--- src/rtl/tdsar_pkg.sv ---
package tdsar_pkg;
  // Arbiter verdict for one stage
  typedef enum logic {
    LEAD_START = 1'b0,
    LEAD_STOP  = 1'b1
  } lead_e;
endpackage

--- src/rtl/tdsar_rst_sync.sv ---
module tdsar_rst_sync (
  input  logic clk_i,
  input  logic rst_ni,
  output logic rst_sync_no
);
  logic [1:0] sync_q;

  always_ff @(posedge clk_i or negedge rst_ni) begin
    if (!rst_ni) sync_q <= 2'b00;
    else         sync_q <= {sync_q[0], 1'b1};
  end

  assign rst_sync_no = sync_q[1];
endmodule

--- src/rtl/tdsar_arbiter.sv ---
module tdsar_arbiter
  import tdsar_pkg::*;
#(
  parameter int RW = 7
) (
  input  logic signed [RW-1:0] residue_i,
  output lead_e                lead_o
);
  // Positive residue: stop edge is earlier. Zero breaks toward start.
  always_comb begin
    if (residue_i > 0) lead_o = LEAD_STOP;
    else               lead_o = LEAD_START;
  end
endmodule

--- src/rtl/tdsar_delay_step.sv ---
module tdsar_delay_step
  import tdsar_pkg::*;
#(
  parameter int RW = 7,
  parameter int SW = 2
) (
  input  logic signed [RW-1:0] residue_i,
  input  lead_e                lead_i,
  input  logic [SW-1:0]        step_i,
  output logic signed [RW-1:0] residue_o
);
  logic [RW-1:0] weight;

  // Stage k inserts 2^k half-units on the leading edge
  always_comb begin
    weight = {{(RW-1){1'b0}}, 1'b1} << step_i;
    if (lead_i == LEAD_STOP) residue_o = residue_i - $signed(weight);
    else                     residue_o = residue_i + $signed(weight);
  end
endmodule

--- src/rtl/tdsar_seq.sv ---
module tdsar_seq #(
  parameter int N  = 4,
  parameter int SW = 2
) (
  input  logic          clk_i,
  input  logic          rst_ni,
  input  logic          start_i,
  input  logic          bit_i,
  output logic          load_o,
  output logic          adv_o,
  output logic [SW-1:0] step_o,
  output logic [N-1:0]  code_o,
  output logic          done_o
);
  localparam logic [SW-1:0] LastStep = SW'(N - 1);

  logic          busy_q, busy_d;
  logic [SW-1:0] step_q, step_d;
  logic [N-1:0]  work_q, work_d;
  logic [N-1:0]  code_q, code_d;
  logic          done_q, done_d;
  logic          load;

  always_comb begin
    busy_d = busy_q;
    step_d = step_q;
    work_d = work_q;
    code_d = code_q;
    done_d = 1'b0;
    load   = 1'b0;
    if (!busy_q) begin
      if (start_i) begin
        busy_d = 1'b1;
        step_d = LastStep;
        work_d = '0;
        load   = 1'b1;
      end
    end else begin
      work_d[step_q] = bit_i;
      if (step_q == '0) begin
        busy_d = 1'b0;
        done_d = 1'b1;
        code_d = work_d;
      end else begin
        step_d = step_q - 1'b1;
      end
    end
  end

  always_ff @(posedge clk_i or negedge rst_ni) begin
    if (!rst_ni) begin
      busy_q <= 1'b0;
      step_q <= '0;
      work_q <= '0;
      code_q <= '0;
      done_q <= 1'b0;
    end else begin
      busy_q <= busy_d;
      done_q <= done_d;
      if (load || busy_q) begin
        step_q <= step_d;
        work_q <= work_d;
      end
      if (done_d) code_q <= code_d;
    end
  end

  assign load_o = load;
  assign adv_o  = busy_q;
  assign step_o = step_q;
  assign code_o = code_q;
  assign done_o = done_q;
endmodule

--- src/rtl/tdsar_top.sv ---
module tdsar_top
  import tdsar_pkg::*;
#(
  parameter int N = 4
) (
  input  logic              clk_i,
  input  logic              rst_ni,
  input  logic              start_i,
  input  logic signed [N+1:0] diff_i,
  output logic [N-1:0]      code_o,
  output logic              done_o
);
  localparam int DW = N + 2;
  localparam int RW = DW + 1;
  localparam int SW = (N > 1) ? $clog2(N) : 1;

  logic                 rst_sync_n;
  logic                 load, adv;
  logic [SW-1:0]        step;
  logic signed [RW-1:0] res_q, res_d, res_step;
  lead_e                lead;
  logic                 stage_bit;

  tdsar_rst_sync u_rst (
    .clk_i       (clk_i),
    .rst_ni      (rst_ni),
    .rst_sync_no (rst_sync_n)
  );

  tdsar_arbiter #(.RW(RW)) u_arb (
    .residue_i (res_q),
    .lead_o    (lead)
  );

  // Output bit is the inverted verdict
  assign stage_bit = (lead == LEAD_START);

  tdsar_delay_step #(.RW(RW), .SW(SW)) u_step (
    .residue_i (res_q),
    .lead_i    (lead),
    .step_i    (step),
    .residue_o (res_step)
  );

  tdsar_seq #(.N(N), .SW(SW)) u_seq (
    .clk_i   (clk_i),
    .rst_ni  (rst_sync_n),
    .start_i (start_i),
    .bit_i   (stage_bit),
    .load_o  (load),
    .adv_o   (adv),
    .step_o  (step),
    .code_o  (code_o),
    .done_o  (done_o)
  );

  always_comb begin
    res_d = res_q;
    if (load)     res_d = RW'(diff_i);
    else if (adv) res_d = res_step;
  end

  always_ff @(posedge clk_i or negedge rst_sync_n) begin
    if (!rst_sync_n)     res_q <= '0;
    else if (load || adv) res_q <= res_d;
  end
endmodule

--- config.mk ---
export PLATFORM = sky130hd
export DESIGN_NAME = tdsar_top
export DESIGN_NICKNAME = d
export VERILOG_FILES = /design/src/rtl/tdsar_pkg.sv /design/src/rtl/tdsar_rst_sync.sv /design/src/rtl/tdsar_arbiter.sv /design/src/rtl/tdsar_delay_step.sv /design/src/rtl/tdsar_seq.sv /design/src/rtl/tdsar_top.sv
export SDC_FILE = /design/constraint.sdc
export NUM_CORES = 1
export LEC_CHECK = 0
export ABC_CLOCK_PERIOD_IN_PS = 800
export BUFFER_PORTS_ARGS = -buffer_cell sky130_fd_sc_hd__buf_2
export CORE_ASPECT_RATIO = 0.8
export CORE_MARGIN = 1
export CORE_UTILIZATION = 52
export CTS_CLUSTER_SIZE = 16
export DETAILED_ROUTE_END_ITERATION = 8
export PLACE_DENSITY = 0.75
export SYNTH_ARGS = -nofsm -noshare
export SYNTH_HDL_FRONTEND = slang
export SYNTH_HIERARCHICAL = 1
export SYNTH_SLANG_ARGS = --single-unit
--- constraint.sdc ---
create_clock -name clk_i -period 0.8 [get_ports clk_i]
set_input_delay 0.04 -clock clk_i [delete_from_list [all_inputs] [get_ports clk_i]]
set_output_delay 0.04 -clock clk_i [all_outputs]
set_load 0.05 [all_outputs]
==> reports/results.ini, run 1 <==
[outcome]
status = finished, violations left
violations = negative setup slack

[timing]
worst_slack_ns = -1.75
final-hold-violation-count = 0
post-route-period-util_pct = 319
fin_tns_setup_ns = -16.13
slew_violations = 0
rsz0062_at_grt = true
finalCriticalPeriod_ns = 2.55
skew_ns = 0.00484
setup_viol = 24
whs_ns = 0.0327
fmax_ghz = 0.391

[critical_path]
r2r_setup_slack_ns = -1.75
startpoint = res_q[5]
crit_fanout = 4
r2r_cells = 10
r2r-end = res_q[5]
startpoint_type = register
r2r-start = res_q[5]
crit_arrival_ns = 2.77
cp-end-kind = register
worst-setup-path-type = reg -> reg
worstPathRequired_ns = 1.01

[cells_and_area]
final_common_cell = buf_4
layout.cells.non_filler = 211
area_growth_pct = 43.7
final_nets = 199
n_fill_cell = 130
drive_above_1_share_pct = 46.3
antenna_cells = 0
mostFrequentLayoutCells = buf_4, dfrtp_1, buf_6

[grt]
grt_pass1_vias = 1066
overflow = 0
grt_max_degree = 16
grt_usage_pct = 26.0
antenna_found_initial = 0
grt_pass1_wl_um = 4970

[synth]
yosys.area_share.simple_pct = 9.02
ys.flop_type = dfrtp_1
synth_xor_area_share_pct = 3.32
netlist_area_mm2 = 0.00132
synthArstFlopShare_pct = 100
muxShareOfSynthArea_pct = 14.9
synth-seq-area-share_pct = 39.9
yosysUniqueCellTypes = 34
synth_top_family_by_area = multiplexers
netlist_instances = 124
synth_edf_count = 0
avgSynthCellArea_um2 = 10.6
ys_ff_latch = 21
ys_warn_count = 6
syn_nets = 145
synth_compound_area_share_pct = 14.3
yosys.area_share.adder_pct = 12.0

[place]
port_buffers = 13
placed_cells_incl_taps = 198
dp_hpwl_um = 2360
dp_slack_ns = -1.73
finalWeightedCongestion = 0.872

[die]
io_pins = 14
dieArea_mm2 = 0.00274
core_mm2 = 0.00227
fp.dieW_um = 58.3
chipHeight_um = 47.0
row_count = 15
start_util_pct = 58.0

[flow_run]
maxCapViolCount = 0

[cts]
cts_tree = done
cts-buffers-inserted = 3
h-tree-depth = 1
cts.sinks = 21
cts_root_buf = clkbuf_4
clockBufferDepth = 2
clk_pin_slew_worst_paths_ns = 0.12
clock_latency_ns = 0.31

[drt]
ant_nets = 0
drc_errors = 0
first_pass_iters = 4
wl_per_cell_um = 14.5
drtIter0Drc = 38
wl_um = 3070
viasPerCell = 5.05
vias = 1066

[hold_path]
hold_path.class = in -> async

-- area by class of cell --
cell class | count | area (um2) | share of cell area, %
Clock buffer | 3 | 22.5 | 1.19
Clock inverter | 1 | 5.00 | 0.264
Inverter | 10 | 47.5 | 2.51
Multi-Input combinational cell | 87 | 783 | 41.4
Sequential cell | 21 | 528 | 27.9
Tap cell | 34 | 42.5 | 2.25
Timing Repair Buffer | 55 | 464 | 24.5
-- repair_timing --
item                                    in CTS  in global routing
cloned                                       0                  0
endpoints found under the hold margin        9                  0
endpoints found under the setup margin      24                 24
pin swaps                                    8                  3
setup buffers                                3                  1
resized for setup                           35                  2
hold buffers                                 7                  0
-- per-stage QoR --
stage          area [um2]  utilization (%)
2_1_floorplan        1350                -
3_3_place_gp         1670             73.7
3_5_place_dp         1670             73.7
4_1_cts              1890             83.0
5_1_grt              1890             83.4
6_report             1890             83.4
-- metal layers --
metal / vias up / GRT usage (%) / share of wire (%)
li1: 535 / - / -
met1: 497 / 33.7 / 49
met2: 28 / 43.9 / 46
met4: 0 / 9.05 / 1.5
met3: 6 / 5.79 / 3.4
met5: - / 0 / 0
-- cell usage after synthesis (2+ instances only) --
| cell | n | area [um2] |
|---|---|---|
| nor3_1 | 3 | 15.0 |
| buf_6 | 3 | 33.8 |
| a21oi_1 | 6 | 30.0 |
| nor2_1 | 5 | 18.8 |
| nor2b_1 | 3 | 18.8 |
| mux2_2 | 5 | 56.3 |
| nand2_1 | 9 | 33.8 |
| o21ai_0 | 9 | 45.0 |
| o21bai_1 | 2 | 15.0 |
| dfrtp_1 | 21 | 526 |
| clkbuf_1 | 3 | 11.3 |
| xor2_1 | 3 | 26.3 |
| xnor2_1 | 2 | 17.5 |
| mux2_4 | 4 | 60.1 |
| inv_1 | 10 | 37.5 |
| mux2i_1 | 8 | 80.1 |
| ha_1 | 11 | 138 |
-- logic make-up after synthesis --
kind of cell | Yosys count
other | 1
adders and majority gates | 12
and+or+nand+nor | 24
muxes | 17
buffers and inverters | 16
xor gates and xnor gates | 5
AOI/OAI and AO/OA | 28
DFF | 21
-- critical path, cell delays in order (launching register included) --
cell	delay, ns
dfrtp_1	0.42
nor4_2	0.28
a21oi_2	0.11
mux2_4	0.29
ha_4	0.29
o21a_1	0.11
o31a_1	0.19
mux2i_1	0.19
nand2_1	0.06
mux2_4	0.26
mux2_2	0.25
-- worst max-delay path by stage --
stage                          end  cells past startpoint  slack, ns
final                     res_q[5]                     10      -1.75
after CTS                 res_q[5]                     10      -1.74
after detailed placement  res_q[5]                     10      -1.73
after global routing      res_q[5]                     10      -1.91
after global placement    res_q[5]                     10      -1.69
after floorplan           res_q[5]                     10      -1.67
-- flip-flops by register name, indices dropped and copies added, names as in the netlist --
| register | count |
|---|---|
| res_q | 7 |
| u_rst/sync_q | 2 |
| u_seq/adv_o | 1 |
| u_seq/code_o | 4 |
| u_seq/done_o | 1 |
| u_seq/step_o | 2 |
| u_seq/work_q | 4 |
Power of run 1 is not shown: default switching activity piles up to over one toggle a cycle in this logic, so the estimate is an artifact.
==> run 2, diff against run 1 <==
Settings changed: CORE_ASPECT_RATIO 0.8 to 0.7.
==> run 2 against run 1 <==
  * The flow still finishes with violations (negative setup slack)
  * Clock skew down 0.0016 ns
  * Count of clock-buffer cells in the layout did not move
  * Design area is 4.2% higher
  * Final cell count grew 1.9%
  * Hold slack worse by 0.026 ns
  * Routed wire length grew 40%
  * Via count increased by 20%
  * Global-route usage rose by 1.4 points
  * Highest routed layer unchanged
  * Maximum frequency is 5.4% lower
==> reports/results.ini, run 2 (synthesized netlist as in run 1, its figures left out) <==
[critical_path]
cp-end-kind = register
worstPathRequired_ns = 1.02  ; about the same
crit_fanout = 4  ; unchanged
startpoint_type = register
r2r_cells = 10  ; unchanged
worst-setup-path-type = reg -> reg
crit_arrival_ns = 2.93  ; +0.16 ns

[hold_path]
hold_path.class = in -> async

[cells_and_area]
drive_above_1_share_pct = 50.3  ; +3.9 points
area_growth_pct = 49.7
final_util_pct = 87.3  ; +3.9 points
mostFrequentLayoutCells = buf_4, dfrtp_1, buf_6
antenna_cells = 0  ; unchanged
layout.cells.non_filler = 215  ; +1.9%
n_fill_cell = 102  ; -22%
top_register = res_q
final_common_cell = buf_4
final_nets = 205  ; +3.0%
largest_reg_flops = 7  ; unchanged

[grt]
grt_pass1_vias = 1184  ; +11%
grt_pass1_wl_um = 5530  ; +11%
grt_usage_pct = 27.4  ; +1.4 points
antenna_found_initial = 0  ; unchanged
overflow = 0  ; unchanged
grt_max_degree = 13  ; -3

[cts]
cts-buffers-inserted = 3  ; unchanged
h-tree-depth = 1  ; unchanged
cts_tree = done
clk_pin_slew_worst_paths_ns = 0.12  ; about the same
clock_latency_ns = 0.33  ; +0.02 ns
clockBufferDepth = 2  ; unchanged
cts.sinks = 21  ; unchanged
cts_root_buf = clkbuf_4

[timing]
skew_ns = 0.00323  ; -0.00161 ns
final-hold-violation-count = 0  ; unchanged
finalCriticalPeriod_ns = 2.70  ; +0.147 ns
post-route-period-util_pct = 338  ; +18 points
slew_violations = 0  ; unchanged
fmax_ghz = 0.370  ; -5.4%
worst_slack_ns = -1.90  ; -0.147 ns
rsz0062_at_grt = true
setup_viol = 24  ; unchanged
fin_tns_setup_ns = -18.56  ; -2.43 ns

[drt]
ant_nets = 0  ; unchanged
vias = 1279  ; +20%
drc_errors = 0  ; unchanged
first_pass_iters = 4  ; unchanged
drtIter0Drc = 65  ; +71%
wl_um = 4310  ; +40%
wl_per_cell_um = 20.0  ; +38%
viasPerCell = 5.95  ; +18%

[place]
port_buffers = 13  ; unchanged
dp_hpwl_um = 2390  ; +1.4%
finalWeightedCongestion = 0.822  ; -5.8%
placed_cells_incl_taps = 191  ; -3.5%
dp_slack_ns = -1.77  ; -0.0351 ns

[die]
core_mm2 = 0.00226  ; -0.50%
row_count = 14  ; -1
io_pins = 14  ; unchanged
start_util_pct = 58.3  ; +0.29 points
chipHeight_um = 44.1  ; -6.2%
fp.dieW_um = 62.2  ; +6.7%
dieArea_mm2 = 0.00274  ; about the same

[outcome]
status = finished, violations left
violations = negative setup slack

[flow_run]
maxCapViolCount = 0  ; unchanged

run 2: worst max-delay path, cell delays in order, from the launching register on:
cell      delay [ns]
dfrtp_1         0.43
nor4_4          0.31
a21oi_2         0.12
a21o_1          0.20
fa_2            0.36
a211oi_2        0.25
o21bai_1        0.14
a21oi_2         0.16
xnor2_1         0.08
mux2_4          0.26
mux2_2          0.26
run 2: routing by layer:
layer	global-route usage, %	wire, um
met1	34.7	1790
met2	49.7	2060
met3	5.93	304
met4	5.12	159
met5	0	0
run 2: repair_timing:
action,CTS,global route
buffers inserted,9,6
gates resized for setup,41,11
setup endpoints to repair,24,24
pin swaps,9,8
hold endpoints to repair,9,0
hold buffers,7,0
run 2: through the flow:
stage                     instance area (um2)  hold slack, ns
final                                    1970         0.00681
after global routing                     1970        -0.00949
after CTS                                1900          0.0305
after detailed placement                 1620          -0.172
after global placement                   1620          -0.176
after floorplan                          1350          -0.256
run 2: cell type report:
cell class / instances / area (um2) / area share, %
clock buffer: 3 / 22.5 / 1.14
clock inverter: 1 / 5.00 / 0.254
inverter: 10 / 52.6 / 2.66
multi-input combinational: 87 / 820 / 41.6
sequential: 21 / 528 / 26.8
tap: 32 / 40.0 / 2.03
timing repair buffer: 61 / 504 / 25.6
run 2: worst paths after layout:
path / start / to / slack (ns)
max reg2reg: res_q[0] / res_q[6] / -1.90
min in group clk_i: start_i / u_seq/work_q[0] / 0.12
max: res_q[0] / res_q[6] / -1.90
min: rst_ni / u_rst/sync_q[0] / 0.007
min reg2reg: u_rst/sync_q[1] / u_seq/done_o / 0.19
max in group asynchronous: u_rst/sync_q[1] / u_seq/adv_o / 0.40
Power of run 2 is left out for the same reason.
